==> src/rtl/tdm_pkg.sv <==
`timescale 1ns/1ps
package tdm_pkg;
  // Strobes from the slot control to the datapath.
  typedef struct packed {
    logic txSync;     // line forced high (marker)
    logic txData;     // line carries the selected held bit
    logic txLoad;     // latch wordIn at end of guard slot
    logic rxCapture;  // write serialIn into wordOut[rxSel]
    logic rxLast;     // capture of the final channel
  } tdmStrobes_t;
endpackage

==> src/rtl/tdm_ctrl.sv <==
`timescale 1ns/1ps
module tdm_ctrl
  import tdm_pkg::*;
#(
  parameter int SEL_W    = 4,
  parameter int SYNC_LEN = (1 << SEL_W) + 1
) (
  input  logic             clk,
  input  logic             rstN,
  input  logic             restart,
  input  logic             serialIn,
  output tdmStrobes_t      strb,
  output logic [SEL_W-1:0] txSel,
  output logic [SEL_W-1:0] rxSel,
  output logic             locked
);
  localparam int CHANNELS  = 1 << SEL_W;
  localparam int FRAME_LEN = SYNC_LEN + 1 + CHANNELS;
  localparam int CNT_W     = $clog2(FRAME_LEN);
  localparam int RUN_W     = $clog2(CHANNELS + 2);
  localparam logic [CNT_W-1:0] GUARD_C = CNT_W'(SYNC_LEN);
  localparam logic [CNT_W-1:0] DATA_C  = CNT_W'(SYNC_LEN + 1);
  localparam logic [CNT_W-1:0] LAST_C  = CNT_W'(FRAME_LEN - 1);
  localparam logic [RUN_W-1:0] RUN_MAX = RUN_W'(CHANNELS + 1);

  logic [CNT_W-1:0] txCnt, rxCnt;
  logic [RUN_W-1:0] highRun;
  logic             syncSeen;

  // A low after more than CHANNELS highs can only be the guard slot.
  assign syncSeen = !serialIn && (highRun == RUN_MAX);

  always_ff @(posedge clk or negedge rstN) begin
    if (!rstN) begin
      txCnt   <= '0;
      rxCnt   <= '0;
      highRun <= '0;
      locked  <= 1'b0;
    end else if (restart) begin
      txCnt   <= '0;
      rxCnt   <= '0;
      highRun <= '0;
      locked  <= 1'b1;
    end else begin
      txCnt <= (txCnt == LAST_C) ? '0 : txCnt + 1'b1;
      if (!serialIn)               highRun <= '0;
      else if (highRun != RUN_MAX) highRun <= highRun + 1'b1;
      if (syncSeen) begin
        rxCnt  <= DATA_C;
        locked <= 1'b1;
      end else begin
        rxCnt <= (rxCnt == LAST_C) ? '0 : rxCnt + 1'b1;
      end
    end
  end

  always_comb begin
    strb           = '0;
    strb.txSync    = txCnt < GUARD_C;
    strb.txData    = txCnt >= DATA_C;
    strb.txLoad    = txCnt == GUARD_C;
    strb.rxCapture = locked && !syncSeen && !restart && (rxCnt >= DATA_C);
    strb.rxLast    = strb.rxCapture && (rxCnt == LAST_C);
    txSel          = strb.txData ? SEL_W'(txCnt - DATA_C) : '0;
    rxSel          = (rxCnt >= DATA_C) ? SEL_W'(rxCnt - DATA_C) : '0;
  end
endmodule

==> src/rtl/tdm_datapath.sv <==
`timescale 1ns/1ps
module tdm_datapath
  import tdm_pkg::*;
#(
  parameter int SEL_W = 4
) (
  input  logic                     clk,
  input  logic                     rstN,
  input  tdmStrobes_t              strb,
  input  logic [SEL_W-1:0]         txSel,
  input  logic [SEL_W-1:0]         rxSel,
  input  logic [(1 << SEL_W)-1:0]  wordIn,
  input  logic                     serialIn,
  output logic                     serialOut,
  output logic [(1 << SEL_W)-1:0]  wordOut,
  output logic                     frameValid
);
  localparam int CHANNELS = 1 << SEL_W;

  logic [CHANNELS-1:0] held;

  // Transmit: one word per frame, multiplexed by slot.
  always_ff @(posedge clk or negedge rstN) begin
    if (!rstN)            held <= '0;
    else if (strb.txLoad) held <= wordIn;
  end

  assign serialOut = strb.txSync | (strb.txData & held[txSel]);

  // Receive: one register per channel, written only in its own slot.
  for (genvar g = 0; g < CHANNELS; g++) begin : g_demux
    always_ff @(posedge clk or negedge rstN) begin
      if (!rstN)                                            wordOut[g] <= 1'b0;
      else if (strb.rxCapture && (rxSel == SEL_W'(g)))      wordOut[g] <= serialIn;
    end
  end

  always_ff @(posedge clk or negedge rstN) begin
    if (!rstN) frameValid <= 1'b0;
    else       frameValid <= strb.rxLast;
  end
endmodule

==> src/rtl/tdm_link.sv <==
`timescale 1ns/1ps
module tdm_link
  import tdm_pkg::*;
#(
  parameter int SEL_W    = 4,
  parameter int SYNC_LEN = (1 << SEL_W) + 1
) (
  input  logic                    clk,
  input  logic                    rstN,
  input  logic                    restart,
  input  logic [(1 << SEL_W)-1:0] wordIn,
  output logic                    serialOut,
  input  logic                    serialIn,
  output logic [(1 << SEL_W)-1:0] wordOut,
  output logic                    frameValid
);
  if (SYNC_LEN < (1 << SEL_W) + 1) begin : g_bad_sync
    $error("SYNC_LEN must exceed the channel count");
  end

  tdmStrobes_t      strb;
  logic [SEL_W-1:0] txSel, rxSel;
  logic             rxLocked;

  tdm_ctrl #(.SEL_W(SEL_W), .SYNC_LEN(SYNC_LEN)) ctrl_i (
    .clk(clk), .rstN(rstN), .restart(restart), .serialIn(serialIn),
    .strb(strb), .txSel(txSel), .rxSel(rxSel), .locked(rxLocked)
  );

  tdm_datapath #(.SEL_W(SEL_W)) dp_i (
    .clk(clk), .rstN(rstN), .strb(strb), .txSel(txSel), .rxSel(rxSel),
    .wordIn(wordIn), .serialIn(serialIn), .serialOut(serialOut),
    .wordOut(wordOut), .frameValid(frameValid)
  );
endmodule

==> config.mk <==
export PLATFORM = sky130hd
export DESIGN_NAME = tdm_link
export DESIGN_NICKNAME = d
export VERILOG_FILES = /design/src/rtl/tdm_pkg.sv /design/src/rtl/tdm_ctrl.sv /design/src/rtl/tdm_datapath.sv /design/src/rtl/tdm_link.sv
export SDC_FILE = /design/constraint.sdc
export NUM_CORES = 1
export LEC_CHECK = 0
export ABC_AREA = 1
export BUFFER_PORTS_ARGS = -buffer_cell sky130_fd_sc_hd__buf_2
export CORE_ASPECT_RATIO = 0.6
export CORE_MARGIN = 2
export CORE_UTILIZATION = 45
export CTS_CLUSTER_DIAMETER = 40
export DETAILED_ROUTE_END_ITERATION = 6
export PLACE_DENSITY = 0.65
export SETUP_SLACK_MARGIN = 0.3
export SYNTH_ARGS = -nofsm -noshare
export SYNTH_HDL_FRONTEND = slang
export SYNTH_SLANG_ARGS = --single-unit
==> constraint.sdc <==
create_clock -name clk -period 2 [get_ports clk]
set_input_delay 0.1 -clock clk [delete_from_list [all_inputs] [get_ports clk]]
set_output_delay 0.1 -clock clk [all_outputs]
set_load 0.01 [all_outputs]
==> reports/metrics.csv <==
stage,metric,value,unit
layout,Layout Area Growth over Synthesis,34.8,%
drt,DRC errors left,0,
setup_path,max incr delay on CP,420,ps
layout,design area,0.00357,sq mm
placement,area post-placement,0.00294,sq mm
sta,Fmax achieved,489,MHz
power_and_ir_drop,pwr dens,570,mW/mm^2
floorplan,die area,0.00653,sq mm
clocking,H-tree depth,2,
clocking,clock latency on the worst-skew pair,300,ps
synth,synth unique cells,31,
placement,# port buffers,37,
synth,share of flip-flops with an asynchronous set or reset,100,%
global_routing,grt total ovfl,0,
setup_path,CP most frequent cell,nand2_2,
synth,Synth top cells by count,"51 x dfrtp_1, 46 x nor2_1, 31 x nand2_1, 29 x nand3_1, 28 x inv_1",
drt,Vias,2210,
drt,post-route ant nets,0,
clocking,clk sinks,51,
setup_path,Worst setup EP type,output port,
sta,Clock Skews,7.70,ps
sta,Worst slew margin,57.5,%
sta,final setup fails,1,
run,Max Cap Viol,0,
floorplan,Core Region,0.00562,sq mm
setup_path,worst path cell trace,inv_2 > ha_4 > inv_2 > nand2_2 > nand3_4 > nand2_8 > nand2_8 > nand2_2 > nand3_2 > nand3_1 > nand3_1 > nand2_1 > nand2_1 > nand2_2 > buf_6,
drt,initial DRC count,125,
floorplan,IO Pins,38,
setup_path,"Max FO, Critical Path",8,
sta,setup ws final,-45.4,ps
synth,top-count cell post-synth,dfrtp_1,
setup_path,WP data required,1900,ps
synth,Synth area leaders,"dfrtp_1 48%, nor2_1 6.5%, ha_1 6.1%",
clocking,cts bufs inserted,5,
sta,Final min period,2050,ps
synth,Mapped Cells,299,
synth,Synth Flop Type,dfrtp_1,
sta,final number of hold-violating endpoints,0,
floorplan,row count,21,
drt,per-cell routed wire length,14.2,um
drt,Pre-antenna DRT Iters,4,
placement,Final HPWL DP,4.01,mm
drt,WL final,6.33,mm
clocking,clock slew at reported path FFs,90,ps
synth,synthesized area per cell,8.85,sq um
global_routing,Tot GR Track Use,20.0,%
synth,syn_nets,332,
synth,"flops & latches, synth",51,
floorplan,Die Y,63.4,um
power_and_ir_drop,worst vdd ir,266,uV
floorplan,starting density of the core,47.1,%
sta,Slew Limit Fails,0,
clocking,Max clock buf depth,2,
synth,post-synth top area cell,dfrtp_1,
sta,RSZ-0062 raised after global routing,true,
clocking,clk root buf,clkbuf_8,
global_routing,first-pass GRT wire length,10.1,mm
synth,Post-synth EDFFs,0,
setup_path,Worst setup SP type,register,
layout,fraction of layout cells with a size suffix above 1,43.6,%
status,failing checks,negative setup slack,
global_routing,vias in the first global route,2043,
setup_path,worst path arrival time,1950,ps
clocking,CTS tree,built,
sta,Final period util,102,%
status,outcome,finished with violations,
setup_path,CP max stage cell,dfrtp_2,
drt,DR vias/cell,4.97,
synth,post-synth top area share,48.2,%
worst_hold_path,worst min-delay path category,in2reg,
sta,setup tns final,-45.4,ps
sta,Least-Margin Pin Slew,638,ps
placement,RD Place Congestion,0.837,
setup_path,Setup Crit Path Kind,reg2out,
placement,Post-Place Worst Slack,126,ps
synth,sequential fraction of the synthesis area,48.2,%
global_routing,largest net degree at the start of global routing,52,
power_and_ir_drop,leakage,0.00165,uW
floorplan,chip width,103,um
synth,mapped cell area,0.00265,sq mm
synth,YS warnings,0,
layout,Final nets,397,
layout,antenna cells,0,
global_routing,initial antenna violation count,0,
## logic make-up (layout without fill, tap and decap cells)
family                   after synthesis  in the layout  share of synthesized area [%]
multiplexers                           4              4                           1.70
buffers and inverters                 43            108                           6.43
AND/OR/NAND/NOR                      135            136                           25.3
adder cells (fa/ha/maj)               13             13                           6.15
flip-flops                            51             51                           48.2
AO/OA/AOI/OAI                         43             43                           8.89
XOR/XNOR                              10             10                           3.31
## metrics by stage
step | total power (uW) | utilization, % | std cells | hold WS [ps]
after CTS | 2000 | 57.6 | 437 | 15.4
final | 2030 | 63.4 | 445 | 22.2
after floorplan | 1280 | - | 299 | -196
after global placement | 1360 | 52.2 | 415 | 257
after detailed placement | 1370 | 52.2 | 415 | 254
after global routing | 2140 | 63.4 | 445 | 18.7
## sequential cells by signal, indices dropped and copies added, names as in the netlist
signal,flops
dp_i.frameValid,1
ctrl_i.txCnt,6
ctrl_i.highRun,5
ctrl_i.locked,1
dp_i.wordOut,16
ctrl_i.rxCnt,6
dp_i.held,16
## power breakdown
| part | internal, uW | switching [uW] | total [uW] | leakage [uW] |
|---|---|---|---|---|
| Sequential | 1080 | 26.2 | 1100 | 0.000652 |
| Combinational | 141 | 193 | 335 | 0.000960 |
| Clock | 246 | 349 | 595 | 0.0000412 |
| Total | 1460 | 569 | 2030 | 0.00165 |
## cells in the final DEF, fill, tap and decap left out, drive strengths merged, types with 2 or more instances in the layout
cell / count
buf: 61
nor2: 56
dfrtp: 51
nand2: 39
inv: 38
nand3: 31
a21oi: 27
ha: 13
o21ai: 13
xor2: 7
clkbuf: 6
nand3b: 4
mux2: 4
nor3: 4
xnor2: 3
o31ai: 2
## routing by layer
layer  vias up  part of all wire (%)  track usage (%)
met4         0                  0.90             3.95
met3         6                   6.8             5.33
met1      1051                    50             33.0
li1       1090                     -                -
met2        63                    42             25.7
met5         -                     0                0
## what timing repair did
| action | CTS | global route |
|---|---|---|
| setup endpoints to repair | 20 | 20 |
| pin swaps | 22 | 32 |
| gates resized for setup | 31 | 64 |
| hold endpoints to repair | 51 | 0 |
| cloned | 1 | 0 |
| hold buffers | 1 | 0 |
| buffers inserted | 12 | 8 |
## worst paths after layout
path	slack, ps	cells past startpoint	endpoint	start
max	-50	15	serialOut	ctrl_i.txCnt[0]$_DFF_PN0_
min reg2reg	490	2	ctrl_i.locked$_DFFE_PN0P_	ctrl_i.locked$_DFFE_PN0P_
min in group asynchronous	440	3	dp_i.held[14]$_DFFE_PN0P_	rstN
min	20	2	dp_i.held[9]$_DFFE_PN0P_	wordIn[9]
max reg2reg	240	12	dp_i.wordOut[11]$_DFFE_PN0P_	ctrl_i.highRun[1]$_DFFE_PN0P_
max in group asynchronous	1100	3	ctrl_i.txCnt[0]$_DFF_PN0_	rstN
## cell type report
type | count | area [sq um]
fill | 457 | 2060
multi-input combinational | 206 | 1540
sequential | 51 | 1280
timing repair buffer | 62 | 405
inverter | 38 | 155
tap | 80 | 100
clock buffer | 6 | 72.6
clock inverter | 2 | 12.5
## worst max-delay path: cells and delay by family (launching register included)
kind                       cells  cell delay [ps]
and+or+nand+nor               11              910
adders and majority gates      1              130
buffers and inverters          3              210
DFF                            1              420
Note: power is estimated with default switching activity, not from simulation.
